[config.mk]
export PLATFORM = sky130hd
export DESIGN_NAME = burst_addr_seq
export DESIGN_NICKNAME = d
export VERILOG_FILES = /design/src/rtl/burst_seq_pkg.sv /design/src/rtl/burst_seq_ctrl.sv /design/src/rtl/burst_seq_dp.sv /design/src/rtl/burst_addr_seq.sv
export SDC_FILE = /design/constraint.sdc
export NUM_CORES = 1
export LEC_CHECK = 0
export BUFFER_PORTS_ARGS = -buffer_cell sky130_fd_sc_hd__clkbuf_2
export CORE_MARGIN = 10
export CORE_UTILIZATION = 30
export CTS_CLUSTER_SIZE = 8
export DETAILED_ROUTE_END_ITERATION = 7
export MAX_ROUTING_LAYER = met4
export PLACE_DENSITY = 0.65
export SYNTH_ARGS = -nofsm -noshare
export SYNTH_HDL_FRONTEND = slang
export SYNTH_SLANG_ARGS = --single-unit
[constraint.sdc]
create_clock -name clk -period 1.4 [get_ports clk]
set_input_delay 0.28 -clock clk [delete_from_list [all_inputs] [get_ports clk]]
set_output_delay 0.28 -clock clk [all_outputs]
set_load 0.02 [all_outputs]
[src/rtl/burst_seq_pkg.sv]
package burst_seq_pkg;
  // Strobes from the control to the datapath; at most one is high per cycle.
  typedef struct packed {
    logic load;   // capture a new base address, clear beat count
    logic stop;   // end the active burst
    logic step;   // advance the beat count
  } seqStrobes_t;
endpackage

[src/rtl/burst_seq_ctrl.sv]
module burst_seq_ctrl
  import burst_seq_pkg::*;
(
  input  logic        clk,
  input  logic        rstN,
  input  logic        suspend,
  input  logic        advance,
  input  logic        selected,
  output seqStrobes_t strobes,
  output logic        burstActive
);

  always_comb begin
    strobes = '0;
    if (!suspend) begin
      if (!advance) begin
        if (selected) strobes.load = 1'b1;
        else          strobes.stop = 1'b1;
      end else if (burstActive) begin
        strobes.step = 1'b1;
      end
    end
  end

  always_ff @(posedge clk) begin
    if (!rstN)             burstActive <= 1'b0;
    else if (strobes.load) burstActive <= 1'b1;
    else if (strobes.stop) burstActive <= 1'b0;
  end

  p_one_strobe_r2: assert property (@(posedge clk) disable iff (!rstN)
    $onehot0(strobes));
  p_load_starts_r2: assert property (@(posedge clk) disable iff (!rstN)
    (!suspend && !advance && selected) |=> burstActive);
  p_deselect_stops_r7: assert property (@(posedge clk) disable iff (!rstN)
    (!suspend && !advance && !selected) |=> !burstActive);
  p_suspend_hold_r6: assert property (@(posedge clk) disable iff (!rstN)
    suspend |=> $stable(burstActive));
  p_idle_advance_r8: assert property (@(posedge clk) disable iff (!rstN)
    (advance && !burstActive) |-> !strobes.step);

endmodule

[src/rtl/burst_seq_dp.sv]
module burst_seq_dp
  import burst_seq_pkg::*;
#(
  parameter int ADDR_W = 17,
  parameter int BEAT_W = 2
) (
  input  logic              clk,
  input  logic              rstN,
  input  seqStrobes_t       strobes,
  input  logic              suspend,
  input  logic              interleave,
  input  logic [ADDR_W-1:0] extAddr,
  output logic [ADDR_W-1:0] beatAddr
);
  localparam int UPPER_W = ADDR_W - BEAT_W;

  logic [ADDR_W-1:0] baseAddr;
  logic [BEAT_W-1:0] beatCnt;
  logic [BEAT_W-1:0] lowBits;

  always_ff @(posedge clk) begin
    if (!rstN) begin
      baseAddr <= '0;
      beatCnt  <= '0;
    end else if (strobes.load) begin
      baseAddr <= extAddr;
      beatCnt  <= '0;
    end else if (strobes.step) begin
      beatCnt  <= beatCnt + 1'b1;
    end
  end

  always_comb begin
    if (interleave) lowBits = baseAddr[BEAT_W-1:0] ^ beatCnt;
    else            lowBits = baseAddr[BEAT_W-1:0] + beatCnt;
  end

  assign beatAddr = {baseAddr[ADDR_W-1:BEAT_W], lowBits};

  p_load_capture_r2: assert property (@(posedge clk) disable iff (!rstN)
    strobes.load |=> (baseAddr == $past(extAddr)) && (beatCnt == '0));
  p_step_wrap_r5: assert property (@(posedge clk) disable iff (!rstN)
    strobes.step |=> (beatCnt == BEAT_W'($past(beatCnt) + 1'b1))
                     && $stable(baseAddr));
  p_upper_fixed_r5: assert property (@(posedge clk) disable iff (!rstN)
    !strobes.load |=> $stable(beatAddr[ADDR_W-1:BEAT_W]));
  p_suspend_hold_r6: assert property (@(posedge clk) disable iff (!rstN)
    suspend |=> $stable(baseAddr) && $stable(beatCnt));
  p_no_step_hold_r8: assert property (@(posedge clk) disable iff (!rstN)
    (!strobes.load && !strobes.step) |=> $stable(beatCnt) && $stable(baseAddr));

  initial begin
    assert (UPPER_W > 0) else $error("p_width_r5: ADDR_W must exceed BEAT_W");
  end

endmodule

[src/rtl/burst_addr_seq.sv]
module burst_addr_seq
  import burst_seq_pkg::*;
#(
  parameter int ADDR_W = 17,
  parameter int BEAT_W = 2
) (
  input  logic              clk,
  input  logic              rstN,
  input  logic              suspend,
  input  logic              advance,
  input  logic              selected,
  input  logic              interleave,
  input  logic [ADDR_W-1:0] extAddr,
  output logic [ADDR_W-1:0] beatAddr,
  output logic              burstActive
);

  seqStrobes_t strobes;

  burst_seq_ctrl u_ctrl (
    .clk         (clk),
    .rstN        (rstN),
    .suspend     (suspend),
    .advance     (advance),
    .selected    (selected),
    .strobes     (strobes),
    .burstActive (burstActive)
  );

  burst_seq_dp #(.ADDR_W(ADDR_W), .BEAT_W(BEAT_W)) u_dp (
    .clk        (clk),
    .rstN       (rstN),
    .strobes    (strobes),
    .suspend    (suspend),
    .interleave (interleave),
    .extAddr    (extAddr),
    .beatAddr   (beatAddr)
  );

  p_reset_state_r1: assert property (@(posedge clk)
    $fell(rstN) |=> (beatAddr == '0) && !burstActive);

endmodule

### Yosys cells after proc, flatten, opt, wreduce, memory -nomap -nowiden

Cells that the tools add are included.

| word-level totals | value |
|---|---|
| flip-flop bits (word level) | 20 |
| input port bits | 23 |
| output and inout bits | 18 |
| word-level logic and storage cells | 18 |

| operators by class | value |
|---|---|
| add/sub/neg operators | 2 |
| multiplexer cells | 9 |
| bitwise operators | 2 |
| reductions and logical operators | 2 |

Operators by type and width:

| kind | count |
|---|---|
| $mux 1 | 6 |
| $mux 2 | 2 |
| $mux 3 | 1 |
| $add 2x1->2 const B | 1 |
| $add 2x2->2 | 1 |
| $reduce_bool 2->1 | 1 |
| $reduce_or 2->1 | 1 |
| $xor 2x2->2 | 1 |
| $not 1->1 | 1 |

### Depth between registers and ports, before layout

| logic depth | value |
|---|---|
| word-level depth | 5 |
| depth in mapped cells | 5 |
| gate-level depth less buffers | 3 |

### Modules after synthesis

Synthesis repeated with hierarchy kept, for this count alone.

| second synthesis, totals | value |
|---|---|
| cell total of the unflattened synthesis | 87 |
| area, all modules | 953.4 um^2 |

Modules (own cells, without submodules):

| module | instances | cells each | area each (um^2) | seq. area each (um^2) |
|---|---|---|---|---|
| burst_seq_dp | 1 | 81 | 890.9 | 380.4 |
| burst_seq_ctrl | 1 | 6 | 62.6 | 20.0 |

### Worst setup path after synthesis

No wires, ideal clock.

| timing | value |
|---|---|
| kind | flip-flop to output port |
| start point | reg u_dp.beatCnt[0] |
| end point | out beatAddr[1] |
| arrival | 1.001 ns |
| data required time | 1.120 ns |
| slack | 0.119 ns |
| cell stages (with the launch flop) | 4 |
| buffers on the path | 0 |
| path through | dfxtp_1 ha_1 nor2b_1 xnor2_1 |

| between the ends | value |
|---|---|
| longest elaborated chain between the ends | 2 |

RTL lines:

| item | RTL line | source |
|---|---|---|
| from (decl) | burst_seq_dp.sv:18 | `logic [BEAT_W-1:0] beatCnt;` |
| from (signal assigned) | burst_seq_dp.sv:29 | `beatCnt <= beatCnt + 1'b1;` |
| $add 2x2->2 | burst_seq_dp.sv:35 | `else lowBits = baseAddr[BEAT_W-1:0] + beatCnt;` |
| $mux 2 | burst_seq_dp.sv:34 | `if (interleave) lowBits = baseAddr[BEAT_W-1:0] ^ beatCnt;` |
| to (decl) | burst_addr_seq.sv:14 | `output logic [ADDR_W-1:0] beatAddr,` |

No other way between the ends.

### Worst setup path after layout

Same ends and word-level chain as after synthesis.

==> out/metrics.csv <==
metric,value,unit
status,"complete, but fails checks",
failing checks,negative setup slack,
largest net degree at the start of global routing,21,
Inst Count DP,155,
Layout area overhead,22.21,%
Final #Nets,141,
GR Util met1,0.08440,
Area after DPL,1082,µm²
Gate power share,0.142,
CP endpoint kind,primary output,
row count,20,
Residual DRC,0,
final-report max-slew violation count,0,
post-DP HPWL,1.590,mm
Mapped Area,952.2,µm²
GP Congestion,0.6905,
Synth Warn #,0,
fin area,1164,µm²
final std cells w/o fill,160,
Pint,822.5,µW
worst hold-check path type,input port to flop,
CTS tree,yes,
"antenna viol nets, final",0,
GRT busiest layer,met2,
CP Max Fanout,2,
"Period Utilization, post-route",1.071,
Setup-failing EPs final,1,
RSZ-0062 raised after global routing,true,
syn nets,113,
Synth Instances,89,
H-tree lvl count,1,
Worst slew margin,0.7933,
Port Buf Inserts,40,
core footprint,3053,µm²
antenna cells,0,
largest cells by area after synthesis,"dfxtp_1 (42%), mux2i_1 (18%), nor2b_1 (12%), buf_4 (12%), buf_12 (2.1%)",
Synth Area in Simple Gates,0.1669,
Clock Latency Late Sink,0.29,ns
worst setup margin,-0.09945,ns
Post-CTS Hold Buffers,0,
switching pwr,260.9,µW
fill count,332,
Place WS,0.1166,ns
largest family of logic cells by synthesized area,multiplexers,
final WL,2.054,mm
First DRT Iteration DRCs,18,
CP startpoint kind,flop,
met2 usage in global routing,0.1139,
PwrDens,931.1,nW/µm²
most frequent cells in the layout,"clkbuf_2 (38), nor2b_1 (18), dfxtp_1 (18)",
footprint of the multi-input gates,426.7,µm²
cell taking the most area after synthesis,dfxtp_1,
Netlist cell types,17,
max cap viols,0,
via-per-instance ratio,4.163,
Storage cell area,405.4,µm²
Max clock buf depth,2,
Initial Util,0.3119,
Die Span X,76.34,µm
DRT Pass-1 Iters,4,
static leakage,0.0004774,µW
"Power, Total",1083,µW
Synth top area share,0.4205,
DR vias,666,
die extent in y,76.34,µm
root buffer cell,clkbuf_4,
Adder-Cell Fraction of Synth Area,0.01314,
sequential area share after synthesis,0.4205,
peak supply drop,0.4729,mV
die area,5827,µm²
vias in the first global route,768,
Final min period,1.499,ns
GR Layer Usage met3,0.03774,
initial antenna violation count,0,
sequential share of power,0.552,
clock power share,0.306,
Slew @ Worst Pin,0.3100,ns
critical path's slowest cell,dfxtp_4,
crit path cell chain,ha_4 > nor2b_4 > xnor2_1 > buf_4,
first-pass GRT wire length,3.525,mm
Num CTS Buffers,3,
Crit path largest cell delay,0.37,ns
clock net sink count,20,
fmax,666.9,MHz
sw frac,0.2408,
share of layout cells above drive strength 1,0.4397,
WP data arrival,1.22,ns
Top Ports,41,
syn avg cell area,10.70,µm²
CP required,1.12,ns
Synth Area in Compound Gates,0.03417,
post-synthesis mux area share,0.1787,
Fin. Hold Viols,0,
WL per Instance,12.84,µm
"most common cell after layout, fill and taps aside",clkbuf_2,
fraction of synthesized cell area in xor and xnor cells,0.02760,
CP Class,flop to primary output,
Tot GR Track Use,0.07445,
CTS clock-pin slew for the worst setup and hold paths,0.12,ns
Clock Skew,0.00003253,ns
gr ovfl total,0,
Yosys reg bits,20,
worst hold slack,0.2329,ns
-- power groups by stage --
stage	combinational, µW	sequential [µW]	clock (µW)
after floorplan	106	610	0
after global placement	144	610	0
after detailed placement	149	611	0
after CTS	156	599	346
after global routing	172	600	372
final	154	598	332
-- kinds of logic after synthesis --
group                    count (synthesis)
flip-flops                              20
buffers and inverters                   19
AO/OA/AOI/OAI                            5
adder cells (fa/ha/maj)                  1
XOR/XNOR                                 3
multiplexers                            17
AND/OR/NAND/NOR                         24
-- worst paths after layout --
| check | slack (ns) | to | startpoint | depth (start not counted) |
|---|---|---|---|---|
| setup / recovery | -0.1 | beatAddr[1] | u_dp.beatCnt[0] | 4 |
| hold reg to reg | 0.53 | u_dp.baseAddr[9] | u_dp.baseAddr[9] | 2 |
| setup reg to reg | 0.36 | u_dp.beatCnt[1] | u_dp.beatCnt[0] | 4 |
| hold / removal | 0.23 | u_dp.baseAddr[0] | extAddr[0] | 3 |
-- routing by layer --
layer	up-vias	wire length [µm]	part of all wire
met5	-	0	0
met4	0	0	0
met3	0	224	0.11
met2	34	945	0.46
met1	300	884	0.43
li1	332	-	-
-- Yosys cell counts --
master	number
buf_4	15
o21ai_0	2
nor2_1	1
nor2b_1	19
xnor2_1	2
nor3b_2	1
mux2i_1	17
o21a_1	2
dfxtp_1	20
nand4b_1	1
buf_6	1
a21boi_0	1
ha_1	1
xor2_1	1
clkbuf_1	2
buf_12	1
nor3b_1	2
-- final cells by class --
class | instances | share of cell area
Multi-Input combinational cell | 50 | 0.3667
Sequential cell | 20 | 0.3484
Timing Repair Buffer | 42 | 0.2065
Tap cell | 44 | 0.04731
Clock buffer | 4 | 0.03118
-- sequential cells by signal (all words and copies together), names as in the netlist --
signal	flops
u_dp.beatCnt	2
u_dp.baseAddr	17
u_ctrl.burstActive	1
-- critical path: cells and delay by family (launching register included) --
kind	cells	cell delay, ns
flip-flops	1	0.37
buffers and inverters	1	0.16
adder cells (fa/ha/maj)	1	0.14
XOR/XNOR	1	0.13
AND/OR/NAND/NOR	1	0.11
-- per-stage QoR --
stage	setup TNS, ns	utilization
2_1_floorplan	0	-
6_report	-0.09945	0.3811
3_3_place_gp	0	0.3545
5_1_grt	-0.1558	0.3811
4_1_cts	-0.1399	0.3799
3_5_place_dp	0	0.3545
-- what timing repair did --
item,4_1_cts,5_1_grt
endpoints found under the setup margin,2,1
setup buffers,1,0
resized for setup,9,3
pin swaps,1,2
hold endpoints to repair,0,0
Power figures use the tool's default switching activity.
